**config.mk**
```make
export PLATFORM = sky130hd
export DESIGN_NAME = pwm_action_qual
export DESIGN_NICKNAME = d
export VERILOG_FILES = /design/src/rtl/pwm_aq_pkg.sv /design/src/rtl/aq_regs.sv /design/src/rtl/aq_force.sv /design/src/rtl/aq_chan.sv /design/src/rtl/pwm_action_qual.sv
export SDC_FILE = /design/constraint.sdc
export NUM_CORES = 1
export LEC_CHECK = 0
export ABC_AREA = 1
export BUFFER_PORTS_ARGS = -buffer_cell sky130_fd_sc_hd__buf_2
export CAP_MARGIN = 20
export CORE_ASPECT_RATIO = 0.5
export CORE_MARGIN = 5
export CORE_UTILIZATION = 25
export CTS_BUF_LIST = sky130_fd_sc_hd__clkbuf_4
export CTS_CLUSTER_SIZE = 8
export DETAILED_ROUTE_END_ITERATION = 7
export SYNTH_ARGS = -nofsm -noshare
export SYNTH_HDL_FRONTEND = slang
export SYNTH_HIERARCHICAL = 1
export SYNTH_SLANG_ARGS = --single-unit
```
**constraint.sdc**
```tcl
create_clock -name clk -period 1.7 [get_ports clk]
set_clock_uncertainty 0.2 [all_clocks]
set_input_delay 0 -clock clk [delete_from_list [all_inputs] [get_ports clk]]
set_output_delay 0 -clock clk [all_outputs]
set_load 0.01 [all_outputs]
```
**src/rtl/pwm_aq_pkg.sv**
```systemverilog
package pwm_aq_pkg;
    localparam int NCH     = 2;
    localparam int ACT_W   = 10;
    localparam int ZRO_LSB = 0;
    localparam int PRD_LSB = 2;
    localparam int CAU_LSB = 4;
    localparam int CBU_LSB = 8;
    localparam int FRC_W   = 2;
    localparam int RLD_LSB = 6;

    typedef enum logic [1:0] {
        ACT_NONE = 2'b00,
        ACT_LOW  = 2'b01,
        ACT_HIGH = 2'b10,
        ACT_TOG  = 2'b11
    } act_e;

    typedef enum logic [1:0] {
        FRC_OFF  = 2'b00,
        FRC_LOW  = 2'b01,
        FRC_HIGH = 2'b10,
        FRC_PASS = 2'b11
    } frc_e;

    typedef enum logic [1:0] {
        RLD_ZERO = 2'b00,
        RLD_PRD  = 2'b01,
        RLD_BOTH = 2'b10,
        RLD_NOW  = 2'b11
    } rld_e;

    localparam logic [2:0] ADDR_CMPA = 3'd0;
    localparam logic [2:0] ADDR_CMPB = 3'd1;
    localparam logic [2:0] ADDR_ACTA = 3'd2;
    localparam logic [2:0] ADDR_ACTB = 3'd3;
    localparam logic [2:0] ADDR_FRC  = 3'd4;
    localparam logic [2:0] ADDR_RLD  = 3'd5;
endpackage

```
**src/rtl/aq_regs.sv**
```systemverilog
module aq_regs
    import pwm_aq_pkg::*;
#(
    parameter int CW = 16,
    parameter int DW = 16,
    parameter int AW = 3
) (
    input  logic                         clk,
    input  logic                         rst_n,
    input  logic                         wr_en,
    input  logic [AW-1:0]                wr_addr,
    input  logic [DW-1:0]                wr_data,
    output logic [CW-1:0]                cmp_a,
    output logic [CW-1:0]                cmp_b,
    output logic [NCH-1:0][ACT_W-1:0]    act,
    output logic [NCH-1:0][FRC_W-1:0]    frc_sh,
    output logic [1:0]                   rld
);
    typedef struct packed {
        logic [CW-1:0]             cmp_a;
        logic [CW-1:0]             cmp_b;
        logic [NCH-1:0][ACT_W-1:0] act;
        logic [NCH-1:0][FRC_W-1:0] frc_sh;
        logic [1:0]                rld;
    } regs_t;

    regs_t r_d, r_q;

    always_comb begin
        r_d = r_q;
        if (wr_en) begin
            case (wr_addr)
                ADDR_CMPA: r_d.cmp_a  = wr_data[CW-1:0];
                ADDR_CMPB: r_d.cmp_b  = wr_data[CW-1:0];
                ADDR_ACTA: r_d.act[0] = wr_data[ACT_W-1:0];
                ADDR_ACTB: r_d.act[1] = wr_data[ACT_W-1:0];
                ADDR_FRC: begin
                    for (int c = 0; c < NCH; c++) begin
                        r_d.frc_sh[c] = wr_data[c*FRC_W +: FRC_W];
                    end
                end
                ADDR_RLD:  r_d.rld = wr_data[RLD_LSB +: 2];
                default:   r_d = r_q;
            endcase
        end
    end

    always_ff @(posedge clk) begin
        if (!rst_n) r_q <= '0;
        else        r_q <= r_d;
    end

    assign cmp_a  = r_q.cmp_a;
    assign cmp_b  = r_q.cmp_b;
    assign act    = r_q.act;
    assign frc_sh = r_q.frc_sh;
    assign rld    = r_q.rld;


    unmapped_write_chk: assert property (@(posedge clk) disable iff (!rst_n)
        (wr_en && wr_addr > ADDR_RLD) |=> $stable(r_q));
endmodule

```
**src/rtl/aq_force.sv**
```systemverilog
module aq_force
    import pwm_aq_pkg::*;
(
    input  logic                      clk,
    input  logic                      rst_n,
    input  logic                      tick,
    input  logic                      at_zero,
    input  logic                      at_prd,
    input  logic [1:0]                rld,
    input  logic [NCH-1:0][FRC_W-1:0] frc_sh,
    output logic [NCH-1:0][FRC_W-1:0] frc_next
);
    typedef struct packed {
        logic [NCH-1:0][FRC_W-1:0] frc;
    } frc_state_t;

    frc_state_t s_d, s_q;
    logic load;

    always_comb begin
        case (rld)
            RLD_ZERO: load = at_zero;
            RLD_PRD:  load = at_prd;
            RLD_BOTH: load = at_zero | at_prd;
            default:  load = 1'b1;
        endcase
        s_d = s_q;
        if (tick && load) s_d.frc = frc_sh;
    end

    always_ff @(posedge clk) begin
        if (!rst_n) s_q <= '0;
        else        s_q <= s_d;
    end

    assign frc_next = s_d.frc;


    reload_zero_only_chk: assert property (@(posedge clk) disable iff (!rst_n)
        (tick && rld == RLD_ZERO && !at_zero) |=> $stable(s_q));

    reload_now_chk: assert property (@(posedge clk) disable iff (!rst_n)
        (tick && rld == RLD_NOW) |=> (s_q.frc == $past(frc_sh)));
endmodule

```
**src/rtl/aq_chan.sv**
```systemverilog
module aq_chan
    import pwm_aq_pkg::*;
#(
    parameter int CW = 16
) (
    input  logic             clk,
    input  logic             rst_n,
    input  logic             tick,
    input  logic             at_zero,
    input  logic             at_prd,
    input  logic             cnt_up,
    input  logic [CW-1:0]    cnt,
    input  logic [CW-1:0]    cmp_a,
    input  logic [CW-1:0]    cmp_b,
    input  logic [ACT_W-1:0] act,
    input  logic [FRC_W-1:0] frc_next,
    output logic             pin
);
    typedef struct packed {
        logic lvl;
        logic pin;
    } chan_t;

    chan_t s_d, s_q;
    logic hit_a, hit_b;
    logic [1:0] code;

    always_comb begin
        hit_a = cnt_up && (cnt == cmp_a);
        hit_b = cnt_up && (cnt == cmp_b);
        code  = ACT_NONE;
        if (at_zero && act[ZRO_LSB +: 2] != ACT_NONE) code = act[ZRO_LSB +: 2];
        if (at_prd  && act[PRD_LSB +: 2] != ACT_NONE) code = act[PRD_LSB +: 2];
        if (hit_a   && act[CAU_LSB +: 2] != ACT_NONE) code = act[CAU_LSB +: 2];
        if (hit_b   && act[CBU_LSB +: 2] != ACT_NONE) code = act[CBU_LSB +: 2];

        s_d = s_q;
        if (tick) begin
            case (code)
                ACT_LOW:  s_d.lvl = 1'b0;
                ACT_HIGH: s_d.lvl = 1'b1;
                ACT_TOG:  s_d.lvl = ~s_q.lvl;
                default:  s_d.lvl = s_q.lvl;
            endcase
            case (frc_next)
                FRC_LOW:  s_d.pin = 1'b0;
                FRC_HIGH: s_d.pin = 1'b1;
                default:  s_d.pin = s_d.lvl;
            endcase
        end
    end

    always_ff @(posedge clk) begin
        if (!rst_n) s_q <= '0;
        else        s_q <= s_d;
    end

    assign pin = s_q.pin;


    hold_without_tick_chk: assert property (@(posedge clk) disable iff (!rst_n)
        !tick |=> $stable(pin));

    force_low_chk: assert property (@(posedge clk) disable iff (!rst_n)
        (tick && frc_next == FRC_LOW) |=> !pin);

    force_high_chk: assert property (@(posedge clk) disable iff (!rst_n)
        (tick && frc_next == FRC_HIGH) |=> pin);

    down_match_quiet_chk: assert property (@(posedge clk) disable iff (!rst_n)
        (tick && !cnt_up && !at_zero && !at_prd) |=> $stable(s_q.lvl));
endmodule

```
**src/rtl/pwm_action_qual.sv**
```systemverilog
module pwm_action_qual
    import pwm_aq_pkg::*;
#(
    parameter int CW = 16,
    parameter int DW = 16,
    parameter int AW = 3
) (
    input  logic          clk,
    input  logic          rst_n,
    input  logic          tick,
    input  logic [CW-1:0] cnt,
    input  logic          cnt_up,
    input  logic          at_zero,
    input  logic          at_prd,
    input  logic          wr_en,
    input  logic [AW-1:0] wr_addr,
    input  logic [DW-1:0] wr_data,
    output logic          pwm_a,
    output logic          pwm_b
);
    logic [CW-1:0]                cmp_a, cmp_b;
    logic [NCH-1:0][ACT_W-1:0]    act;
    logic [NCH-1:0][FRC_W-1:0]    frc_sh, frc_next;
    logic [1:0]                   rld;
    logic [NCH-1:0]               pins;

    aq_regs #(.CW(CW), .DW(DW), .AW(AW)) u_regs (
        .clk(clk), .rst_n(rst_n), .wr_en(wr_en), .wr_addr(wr_addr),
        .wr_data(wr_data), .cmp_a(cmp_a), .cmp_b(cmp_b), .act(act),
        .frc_sh(frc_sh), .rld(rld)
    );

    aq_force u_force (
        .clk(clk), .rst_n(rst_n), .tick(tick), .at_zero(at_zero),
        .at_prd(at_prd), .rld(rld), .frc_sh(frc_sh), .frc_next(frc_next)
    );

    for (genvar g = 0; g < NCH; g++) begin : g_ch
        aq_chan #(.CW(CW)) u_ch (
            .clk(clk), .rst_n(rst_n), .tick(tick), .at_zero(at_zero),
            .at_prd(at_prd), .cnt_up(cnt_up), .cnt(cnt), .cmp_a(cmp_a),
            .cmp_b(cmp_b), .act(act[g]), .frc_next(frc_next[g]),
            .pin(pins[g])
        );
    end

    assign pwm_a = pins[0];
    assign pwm_b = pins[1];


    reset_low_chk: assert property (@(posedge clk)
        !rst_n |=> (!pwm_a && !pwm_b));
endmodule

```
# Word level (Yosys, flattened, before mapping)
# Cells that the tools add are included.
word_totals:
  regBits: 66
  out_inout_bits: 2
  elab_cells: 76
op_classes:
  n_eq_ne: 19
  n_mux: 14
  bitwise: 3
  reduce_logical: 27
op_table:
  columns: ["cell", "n"]
  rows:
  - ["$eq A16 B16 Y1", 2]
  - ["$mux W2", 8]
  - ["$reduce_bool A2 Y1", 8]
  - ["$eq A2 B2 Y1 const B", 7]
  - ["$reduce_and A2 Y1", 6]
  - ["$logic_and A1 B1 Y1", 11]
  - ["$eq A2 B1 Y1 const B", 5]
  - ["$pmux W1 S3", 3]
  - ["$eq A3 B2 Y1 const B", 2]
  - ["$eq A3 B3 Y1 const B", 2]
  - ["$mux W4", 1]
  - ["$pmux W1 S2", 2]
  - ["$eq A3 B1 Y1 const B", 1]
  - ["$logic_not A3 Y1", 1]
  - ["$logic_not A2 Y1", 1]
  - ["$not A1 Y1", 2]
  - ["$or A1 B1 Y1", 1]

# Depth between registers and ports, before layout
depth:
  depth_word: 9
  ltp_mapped: 13
  ltp_nobuf: 13

# Modules after synthesis
# The synthesis kept the hierarchy.
by_module_without_submodules:
  columns: ["module", "n_inst", "cells_each", "area_each_um2", "seq_area_each_um2"]
  rows:
  - ["aq_regs", 1, 344, 2412.3, 1161.1]
  - ["aq_chan", 2, 174, 812.0, 40.0]
  - ["aq_force", 1, 39, 231.5, 80.1]

# Worst setup path after synthesis
# OpenSTA, ideal clock, no wires.
synth_path:
  path_kind: "flip-flop to flip-flop"
  from: "reg u_regs.r_q, in the netlist u_regs/rld[0]"
  to: "reg g_ch[0].u_ch.s_q, in the netlist g_ch[0].u_ch/pin"
  setup_time_ps: 114
  t_arrival_ps: 1325
  required_time_ps: 1386
  path_slack_ps: 61
  path_stages_with_launch: 13
  path_buffers: 0
  period_less_slack_ps: 1639
  cell_sequence: "dfxtp_1 -> nor2_1 -> nand2_1 -> nand3_2 -> nand2_1 -> nand2_1 -> inv_1 -> inv_1 -> ha_1 -> nor2_1 -> nor2_1 -> nand2_1 -> a21oi_2"
synth_rtl:
  columns: ["element", "line", "source"]
  rows:
  - ["from (decl)", "aq_regs.sv:27", "regs_t r_d, r_q;"]
  - ["from (signal assigned)", "aq_regs.sv:50", "else r_q <= r_d;"]
  - ["to (signal assigned)", "aq_chan.sv:54", "if (!rst_n) s_q <= '0;"]
  - ["to (signal assigned)", "aq_chan.sv:55", "else s_q <= s_d;"]
  - ["to (decl)", "aq_chan.sv:24", "chan_t s_d, s_q;"]

==> impl_results.md <==
* Syn_nets at 755
* Die H at 101 um
* Global-route wire length before repair at 20.0 mm
* Final hold violation count at 1
* Rel. slew slack at 0.657
* CP Capture Type: flop
* CP Max Fanout at 4
* H-tree depth at 3
* CORE AREA at 16300 sq um
* Antenna-violating nets left at 0
* Nets at 850
* Initial DRC count at 284
* Crit Path Category: reg2reg
* Top Layer Used: met4
* Tmin final at 1800 ps
* Worst hold stages at 6
* Cells after Synth at 711
* Most frequent cell on the critical path: nand2_1
* Mapped Area at 4120 sq um
* M1 wire length at 6.26 mm
* Critical path launch point type: flop
* Cell chain of the critical path: nand3b_1, buf_4, nand4_1, nand2_1, inv_1, inv_2, ha_4, nor2_2, nor2_1, nand2_1, a21oi_2
* Core Util, Final at 0.335
* Chip width at 192 um
* CTS tree: built
* CTS Buf Count at 9
* Max IR drop VDD at 0.000287 V
* CP arrival at 1980 ps
* Fin Setup TNS at -218 ps
* Area grow syn2layout at 32.0%
* Pwr dens at 662 nW/um^2
* Tcrit/Tclk final at 1.06
* WL per Instance at 13.0 um
* Clk root buf: clkbuf_4
* Vias in the first global route at 4068
* Worst slew pin tran at 513 ps
* Overall routing resource usage at 0.132
* Starting density of the core at 0.253
* Status: complete, but fails checks
* Dpl hpwl at 9.08 mm
* Total routed wirelength at 13.5 mm
* Largest net degree at the start of global routing at 60
* Critical Path RT at 1880 ps
* CTS Buffer Depth at 2
* Drt first pass iters at 5
* I/O pins at 44
* Syn avg cell area at 5.80 sq um
* Hold Slack at -20.7 ps
* Met3 wire len at 690 um
* Failing checks: negative hold slack, negative setup slack
* FP Rows at 33
* YS warnings at 6
* Setup violators final at 4
* Path depth of the worst reg2reg path at 11
* Pleak at 2.52 nW
* Clock slew seen by the registers of the worst setup and hold paths at 120 ps
* Drt via density at 4.37
* Initial antenna violation count at 1
* Die Area at 19300 sq um
* CP peak stage delay at 340 ps
* Final GP Congestion at 0.832
* Wire length on met2 at 6.23 mm
* Grt ovf at 0
* Total power at 3.60 mW
* Insertion delay to the later sink of the worst-skew pair at 430 ps
* Max cap viols at 0
* Fraction of layout cells with a size suffix above 1 at 0.239
* Crit-path slowest cell: dfxtp_2
* Fmax at 556 MHz
* Final WS setup at -100 ps
* Via Count at 4537
* # DRC at 0
* CTS Sinks at 62
* RSZ-0062 raised after global routing: true
* PortBufs at 43
* Hold Crit Class: in2reg
* Slew Limit Fails at 0
## per-stage QoR
step           cell area, sq um  setup slack, ps  hold slack (ps)  cells
2_1_floorplan              4120             61.3            -78.5    711
3_3_place_gp               4630             -120              135    978
3_5_place_dp               4630             -158              147    978
4_1_cts                    5170            -73.6             -229   1026
5_1_grt                    5440             -230             5.34   1039
6_report                   5440             -100            -20.7   1039
## timing repair
action	in CTS	in global routing
cloned	0	3
pin swaps	25	23
hold buffers	27	1
gates resized for setup	31	57
hold endpoints to repair	62	5
buffers inserted	5	10
setup endpoints to repair	4	9
## worst max-delay path, delay by kind of cell (launching register included)
| kind | cells | cell delay [ps] |
|---|---|---|
| compound gates | 1 | 100 |
| fa+ha+maj | 1 | 270 |
| buf+inv | 3 | 290 |
| flops | 1 | 340 |
| simple gates | 6 | 560 |
## power by group
part / switching, mW / internal [mW]
clock: 0.619 / 0.600
combinational: 0.486 / 0.343
sequential: 0.0480 / 1.51
## placed cells by master, fill, tap and decap left out, types with 17 or more instances in the layout
master           n
buf_4           23
nor2_1         148
inv_1           94
inv_2           22
nand3_1         61
buf_2           42
nand2_1        198
dlygate4sd3_1   28
dfxtp_2         17
dfxtp_1         36
## final cells by class
class	instances	area (sq um)
Fill cell	1824	10800
Multi-Input combinational cell	517	2460
Sequential cell	62	1300
Timing Repair Buffer	100	796
Inverter	116	435
Tap cell	227	284
Clock inverter	7	97.6
Clock buffer	9	67.6
Antenna cell	1	2.50
## path summary, 6_finish.rpt
kind	from	end	slack (ps)
setup reg to reg	u_regs/rld[1]	g_ch[1].u_ch/pin	-100
hold reg to reg	g_ch[0].u_ch/pin	g_ch[0].u_ch/pin	290
hold / removal	at_prd	u_force/s_q[1]	-20
setup / recovery	u_regs/rld[1]	g_ch[1].u_ch/pin	-100
## registers in the layout, summed over array words and instances (netlist names)
| name | count |
|---|---|
| g_ch.u_ch/s_q | 2 |
| u_regs/rld | 2 |
| u_regs/frc_sh | 4 |
| u_regs/cmp_b | 16 |
| u_regs/act | 16 |
| g_ch.u_ch/pin | 2 |
| u_force/s_q | 4 |
| u_regs/cmp_a | 16 |
## metal layers
layer,track usage,vias up
met4,0.0414,0
met3,0.0249,23
met1,0.171,2058
met2,0.222,111
met5,0,-
li1,-,2345
Note: power is estimated with default switching activity, not from simulation.
